## src/rtl/window_switch_seq.sv

```systemverilog
`timescale 1ns/1ps
module window_switch_seq #(
  parameter int PERIOD   = 22,
  parameter int LVL_W    = 3,
  parameter int LVL_MIN  = 1,
  parameter int LVL_MAX  = 6,
  parameter int BASE_ON  = 4,
  parameter int STEP_ON  = 1,
  parameter int BOOST_ON = 6
) (
  input  logic clk,
  input  logic rst_n,
  input  logic above_hi,
  input  logic below_lo,
  input  logic over_cur,
  input  logic zero_cur,
  input  logic pfm_mode,
  output logic n_on,
  output logic p_on,
  output logic cycle_done
);
  localparam int TON_MAX = BASE_ON + LVL_MAX * STEP_ON + BOOST_ON;
  localparam int CW = $clog2(TON_MAX + 1);
  localparam int PW = $clog2(PERIOD);
  localparam logic [LVL_W-1:0] LMIN = LVL_W'(LVL_MIN);
  localparam logic [LVL_W-1:0] LMAX = LVL_W'(LVL_MAX);

  typedef enum logic [2:0] {IDLE, DT_A, RAMP_UP, DT_B, RAMP_DN, HOLD} phase_t;

  phase_t           st;
  logic [PW-1:0]    pc;
  logic [CW-1:0]    cnt;
  logic [LVL_W-1:0] lvl, lvl_up, lvl_dn, lvl_nx;
  logic             run_pfm, pwm_close;

  assign lvl_up    = (lvl >= LMAX) ? LMAX : lvl + 1'b1;
  assign lvl_dn    = (lvl <= LMIN) ? LMIN : lvl - 1'b1;
  assign lvl_nx    = below_lo ? lvl_up : (above_hi ? lvl_dn : lvl);
  assign pwm_close = !run_pfm && (pc == PW'(PERIOD - 1)) && (st == RAMP_DN || st == HOLD);

  assign n_on = (st == RAMP_UP);
  assign p_on = (st == RAMP_DN);

  function automatic logic [CW-1:0] ton_m1(input logic [LVL_W-1:0] l, input logic boost);
    ton_m1 = CW'(BASE_ON - 1) + CW'(l) * CW'(STEP_ON) + (boost ? CW'(BOOST_ON) : '0);
  endfunction

  always_ff @(posedge clk) begin
    if (!rst_n) begin
      st         <= IDLE;
      pc         <= '0;
      cnt        <= '0;
      lvl        <= LMIN;
      run_pfm    <= 1'b0;
      cycle_done <= 1'b0;
    end else begin
      cycle_done <= 1'b0;
      pc         <= pc + 1'b1;
      case (st)
        IDLE:
          if (!pfm_mode || !above_hi) begin
            st      <= DT_A;
            pc      <= '0;
            run_pfm <= pfm_mode;
            cnt     <= pfm_mode ? ton_m1(lvl_up, 1'b0) : ton_m1(lvl, 1'b0);
          end
        DT_A: st <= RAMP_UP;
        RAMP_UP:
          if (over_cur || cnt == '0) st <= DT_B;
          else cnt <= cnt - 1'b1;
        DT_B: st <= RAMP_DN;
        RAMP_DN:
          if (run_pfm) begin
            if (zero_cur || over_cur) begin
              st         <= IDLE;
              cycle_done <= 1'b1;
            end
          end else if (over_cur) begin
            st <= HOLD;
          end
        HOLD: ;
        default: st <= IDLE;
      endcase
      if (pwm_close) begin
        cycle_done <= 1'b1;
        lvl        <= lvl_nx;
        if (pfm_mode) begin
          st <= IDLE;
        end else begin
          st      <= DT_A;
          pc      <= '0;
          run_pfm <= 1'b0;
          cnt     <= ton_m1(lvl_nx, below_lo);
        end
      end
    end
  end
endmodule

```

## config.mk

```make
export PLATFORM = sky130hd
export DESIGN_NAME = window_switch_seq
export DESIGN_NICKNAME = d
export VERILOG_FILES = /design/src/rtl/window_switch_seq.sv
export SDC_FILE = /design/constraint.sdc
export NUM_CORES = 1
export LEC_CHECK = 0
export ABC_AREA = 1
export BUFFER_PORTS_ARGS = -buffer_cell sky130_fd_sc_hd__buf_2
export CAP_MARGIN = 10
export CORE_ASPECT_RATIO = 1.5
export CORE_MARGIN = 1
export CORE_UTILIZATION = 55
export DETAILED_ROUTE_END_ITERATION = 10
export PLACE_DENSITY = 0.74
export SLEW_MARGIN = 20
export SYNTH_ARGS = -nofsm -noshare
export SYNTH_HDL_FRONTEND = slang
export SYNTH_SLANG_ARGS = --single-unit
```

## constraint.sdc

```tcl
create_clock -name clk -period 4 [get_ports clk]
set_clock_uncertainty 0.15 [all_clocks]
set_input_delay 0.4 -clock clk [delete_from_list [all_inputs] [get_ports clk]]
set_output_delay 0.4 -clock clk [all_outputs]
set_load 0.02 [all_outputs]
```

**Word level (Yosys, flattened, before mapping)**

Index checks and enable logic that the tools add are counted.

- Reduce and logical (&&, ||, !) cells: 12
- Eq/ne operators: 11
- Add/sub/neg operators: 8
- Muxes and demuxes: 31
- Magnitude comparators: 2

Operator list:

| cell | count |
|---|---|
| 5-bit 2-to-1 mux | 8 |
| 3-bit 2-to-1 mux | 11 |
| 3-bit one-hot mux with 6 select lines | 1 |
| 2-bit by 3-bit adder with 4-bit output (first input constant) | 3 |
| 5-bit one-hot mux with 2 select lines | 1 |
| 1-bit 2-to-1 mux | 9 |
| 4-bit by 2-bit inequality test with 1-bit output (second input constant) | 2 |
| 3-bit by 2-bit == test with 1-bit output (second input constant) | 2 |
| 3-bit == test (second input constant) | 2 |
| 4-bit by 3-bit adder with 5-bit output | 1 |
| 5-bit by 1-bit adder with 5-bit output (second input constant) | 1 |
| 5-bit == test (second input constant) | 1 |
| 5-bit logical NOT | 1 |
| 5-bit AND reduction | 1 |
| 5-bit by 1-bit subtractor with 5-bit output (second input constant) | 1 |
| 1-bit logical OR | 4 |
| 4-bit 2-to-1 mux | 1 |
| 3-bit by 1-bit adder with 3-bit output (second input constant) | 1 |
| 3-bit by 1-bit == test with 1-bit output (second input constant) | 1 |
| 3-bit greater-or-equal comparator (second input constant) | 1 |
| 3-bit by 1-bit <= comparator with 1-bit output (second input constant) | 1 |
| 1-bit logical NOT | 3 |
| 3-bit logical NOT | 1 |
| 3-bit by 1-bit inequality test with 1-bit output (second input constant) | 1 |
| other kinds (4) | 5 |

- Bits in registers: 18
- Output and inout port bits: 3

**Depth between registers and ports, before layout**

- Word-level depth: 8
- Depth in mapped cells: 13

**Worst setup path after synthesis**

Ideal clock, no wire load.

- Path kind: register to register
- Start: register lvl[1]
- End: register cnt[3]
- Period minus slack after synthesis: 2.317 ns
- Library setup time: 0.064 ns
- Cell stages (with the launch flop): 13
- Data required time: 3.786 ns
- Slack: 1.683 ns
- Arrival: 2.103 ns
- Buffers on the path: 0
- Path through: dfxtp_1 > inv_1 > ha_1 > o21ai_0 > nand3_1 > nand2_1 > nand2_1 > ha_1 > fa_1 > nand3b_1 > nand3_1 > nand2_1 > nor2_1

- Word-level cells in the longest chain between the ends: 8

RTL lines:

| item | RTL line | RTL |
|---|---|---|
| start: declaration | 33 | `logic [LVL_W-1:0] lvl, lvl_up, lvl_dn, lvl_nx;` |
| start signal: assignment | 86 | `lvl <= lvl_nx;` |
| 3-bit by 1-bit subtractor with 3-bit output, or another cell as far along | 37 | `assign lvl_dn = (lvl <= LMIN) ? LMIN : lvl - 1'b1;` |
| 3-bit 2-to-1 mux (on tied branches) | 37, 36 |  |
| 3-bit 2-to-1 mux / 2-bit by 3-bit adder with 4-bit output (equally long branches) | 38, 45 |  |
| 3-bit 2-to-1 mux / 4-bit 2-to-1 mux (equally long branches) | 38, 65 |  |
| 2-bit by 3-bit adder with 4-bit output / 5-bit 2-to-1 mux (equally long branches) | 45, 61 |  |
| 4-bit by 3-bit adder with 5-bit output / 5-bit one-hot mux with 2 select lines (equally long branches) | 45, 59 |  |
| 5-bit 2-to-1 mux | 87 | `if (pfm_mode) begin` |
| 5-bit 2-to-1 mux * | 84 | `if (pwm_close) begin` |
| end signal: assignment | 65 | `cnt <= pfm_mode ? ton_m1(lvl_up, 1'b0) : ton_m1(lvl, 1'b0);` |
| end signal: assignment | 70 | `else cnt <= cnt - 1'b1;` |
| end signal: assignment | 93 | `cnt <= ton_m1(lvl_nx, below_lo);` |
| end: declaration | 32 | `logic [CW-1:0] cnt;` |

Mark *: on every way between the ends. The rest lies on a longest branch, timed or not.
A chain may end at the register's enable or synchronous reset.

**Worst setup path after layout**

Same ends and word-level chain as after synthesis.

==> impl_metrics.ini <==
[setup_path]
critPathTopFamily = adder cells
crit_chain = inv_1 > ha_1 > o21ai_0 > nand3_1 > nand2_1 > nand2_1 > ha_1 > fa_1 > nand3b_1 > nand3_1 > nand2_1 > nor2_1
arrival_ns = 2.62
reg2reg_slack_ns = 1.48
cp_max_fo = 8
r2r-end = cnt[3]
critPathCaptureType = register
reg2reg_from = lvl[1]
crit_top_cell = nand2_1
required_ns = 4.10
crit_buf_inv = 1
ff2ff_path_depth = 12
crit_slowest_cell = dfxtp_1
crit_path_start_kind = register
crit_cells = 12
critPathMaxStageDelay_ns = 0.46
crit_path_end = cnt[3]
crit_start = lvl[1]
worst-setup-path-type = reg -> reg

[timing]
hold_slack_ns = 0.227
slew-limit-headroom_pct = 77.2
finalSetupViolations = 0
finalHoldViolCount = 0
final_max_slew_viol_count = 0
tightest_slew_ns = 0.340
rsz0062_at_grt = false
min_period_over_period_pct = 63.0
period_minus_slack_ns = 2.52
finalSetupTns_ns = 0
fmax_mhz = 397

[cts]
ctsResizeCount = 0
holdBufCountCts = 0
cts_buffers = 3
clk_pin_slew_ns = 0.11
clock_sinks = 18
clk_path_buf_depth = 2
postCtsSetupRepairBufs = 0
root_buffer = clkbuf_4
clk_latency_ns = 0.30
cts_tree = yes
htreeDepth = 1

[global_routing]
grt_pass1_wl_mm = 5.20
grt_overflow = 0
antenna_found_initial = 0
grt_pass1_vias = 1311
grt_max_degree = 11
grt_usage_pct = 24.6

[yosys]
synth_area_um2 = 1360
syn_area_per_cell_um2 = 6.25
yosysWarnings = 0
synth.ff_latch_count = 18
synth_fp_nets = 235
yosysSeqAreaShare_pct = 26.6
syn_inst = 217
ys_types = 23

[floorplan]
die_h_um = 62.8
die-area_um2 = 2670
fp.dieW_um = 42.5
rows = 21
fp.coreArea_um2 = 2290
start_util_pct = 59.3
io_pins = 10

[pwr]
p_per_area_nw_per_um2 = 452
peakVddDrop_mv = 0.271
leakagePower_nw = 0.783

[cells_and_area]
fin_area_um2 = 1460
layout.cells.non_filler = 252
n_antenna_cell = 0
nets = 248
area_delta_synth_final_pct = 7.84
final_cell_mix = nand2_1 (63), inv_1 (33), nor2_1 (24), nand3_1 (24), dfxtp_1 (18)
multi_input_area_um2 = 856
seq_area_um2 = 360
drive_gt1_share_pct = 8.30
nFillCells = 222
final_common_cell = nand2_1

[placement]
place_area_um2 = 1430
hpwl_mm = 2.35
port_buffers = 9
dp.cells = 248
gp_congestion = 0.942

[detailed_routing]
drc = 0
vias = 1358
drtIter0Drc = 33
wirelength_mm = 2.89
first_pass_iters = 4
vias_per_cell = 5.39
ant_nets = 0
route.detailed.wl_per_inst_um = 11.5

[flow_run]
drv_cap = 0

[outcome]
status = finished, final reports clean

[min_path]
hold_path_class = in -> reg
==> flip-flops by register name, summed over array words and instances (netlist names) <==
signal / count
st: 3
lvl: 3
cnt: 5
run_pfm: 1
cycle_done: 1
pc: 5
==> cell type report <==
| cell class | instances | share of cell area (%) |
|---|---|---|
| Clock buffer | 4 | 2.48 |
| Sequential cell | 18 | 24.6 |
| Timing Repair Buffer | 9 | 3.08 |
| Tap cell | 23 | 1.97 |
| Multi-Input combinational cell | 162 | 58.5 |
| Inverter | 36 | 9.32 |
==> metal layers <==
layer	global-route usage (%)	wire (um)
met5	0	0
met3	1.73	89
met2	46.0	1500
met1	26.3	1210
met4	12.9	90
==> worst min-delay path: stages <==
cell and delay (ns):
buf_2 0.15, nand2_1 0.07, inv_1 0.03
==> how the worst min path moves through the flow <==
stage              to  cells past startpoint  slack (ns)   start
2_1_floorplan   pc[0]                      1        0.28   pc[0]
3_3_place_gp   cnt[0]                      2        0.30  cnt[0]
3_5_place_dp   cnt[0]                      2        0.30  cnt[0]
4_1_cts         st[2]                      3        0.23   rst_n
5_1_grt         st[2]                      3        0.23   rst_n
6_report        st[2]                      3        0.23   rst_n
==> logic make-up after synthesis <==
| family | count (synthesis) | synth area share (%) |
|---|---|---|
| adder cells (fa/ha/maj) | 11 | 10.7 |
| XOR/XNOR | 3 | 1.94 |
| buffers and inverters | 37 | 10.3 |
| AND/OR/NAND/NOR | 120 | 39.6 |
| flip-flops | 18 | 26.6 |
| AO/OA/AOI/OAI | 28 | 10.9 |
==> report_power, final <==
part	internal, mW	leakage (nW)	switching, mW
Sequential	0.213	0.147	0.0308
Clock	0.0555	0.0210	0.0615
Combinational	0.107	0.615	0.193
==> stage by stage <==
step | util [%] | power, mW | worst slack [ns]
after floorplan | - | 0.479 | 1.68
after global placement | 62.4 | 0.539 | 1.56
after detailed placement | 62.4 | 0.547 | 1.49
after CTS | 64.0 | 0.665 | 1.46
after global routing | 64.0 | 0.719 | 1.19
final | 64.0 | 0.661 | 1.48
==> cell usage after synthesis <==
| cell | count | area share [%] |
|---|---|---|
| dfxtp_1 | 18 | 27 |
| ha_1 | 10 | 9.2 |
| or2_1 | 1 | 0.46 |
| nand3_1 | 24 | 8.9 |
| clkbuf_1 | 1 | 0.28 |
| xnor2_1 | 1 | 0.65 |
| o22ai_1 | 2 | 0.92 |
| inv_1 | 33 | 9.1 |
| fa_1 | 1 | 1.5 |
| o31ai_1 | 2 | 1.1 |
| nor2_1 | 24 | 6.6 |
| a21oi_1 | 15 | 5.5 |
| nand2_1 | 63 | 17 |
| nand4_4 | 1 | 1.6 |
| xor2_1 | 2 | 1.3 |
| nor3b_4 | 1 | 1.4 |
| nand3b_1 | 2 | 1.1 |
| and2_1 | 1 | 0.46 |
| clkinv_2 | 1 | 0.37 |
| nand3_2 | 1 | 0.74 |
| o21ai_0 | 9 | 3.3 |
| inv_2 | 2 | 0.55 |
| nand4_1 | 2 | 0.92 |
Note: power is estimated with default switching activity, not from simulation.
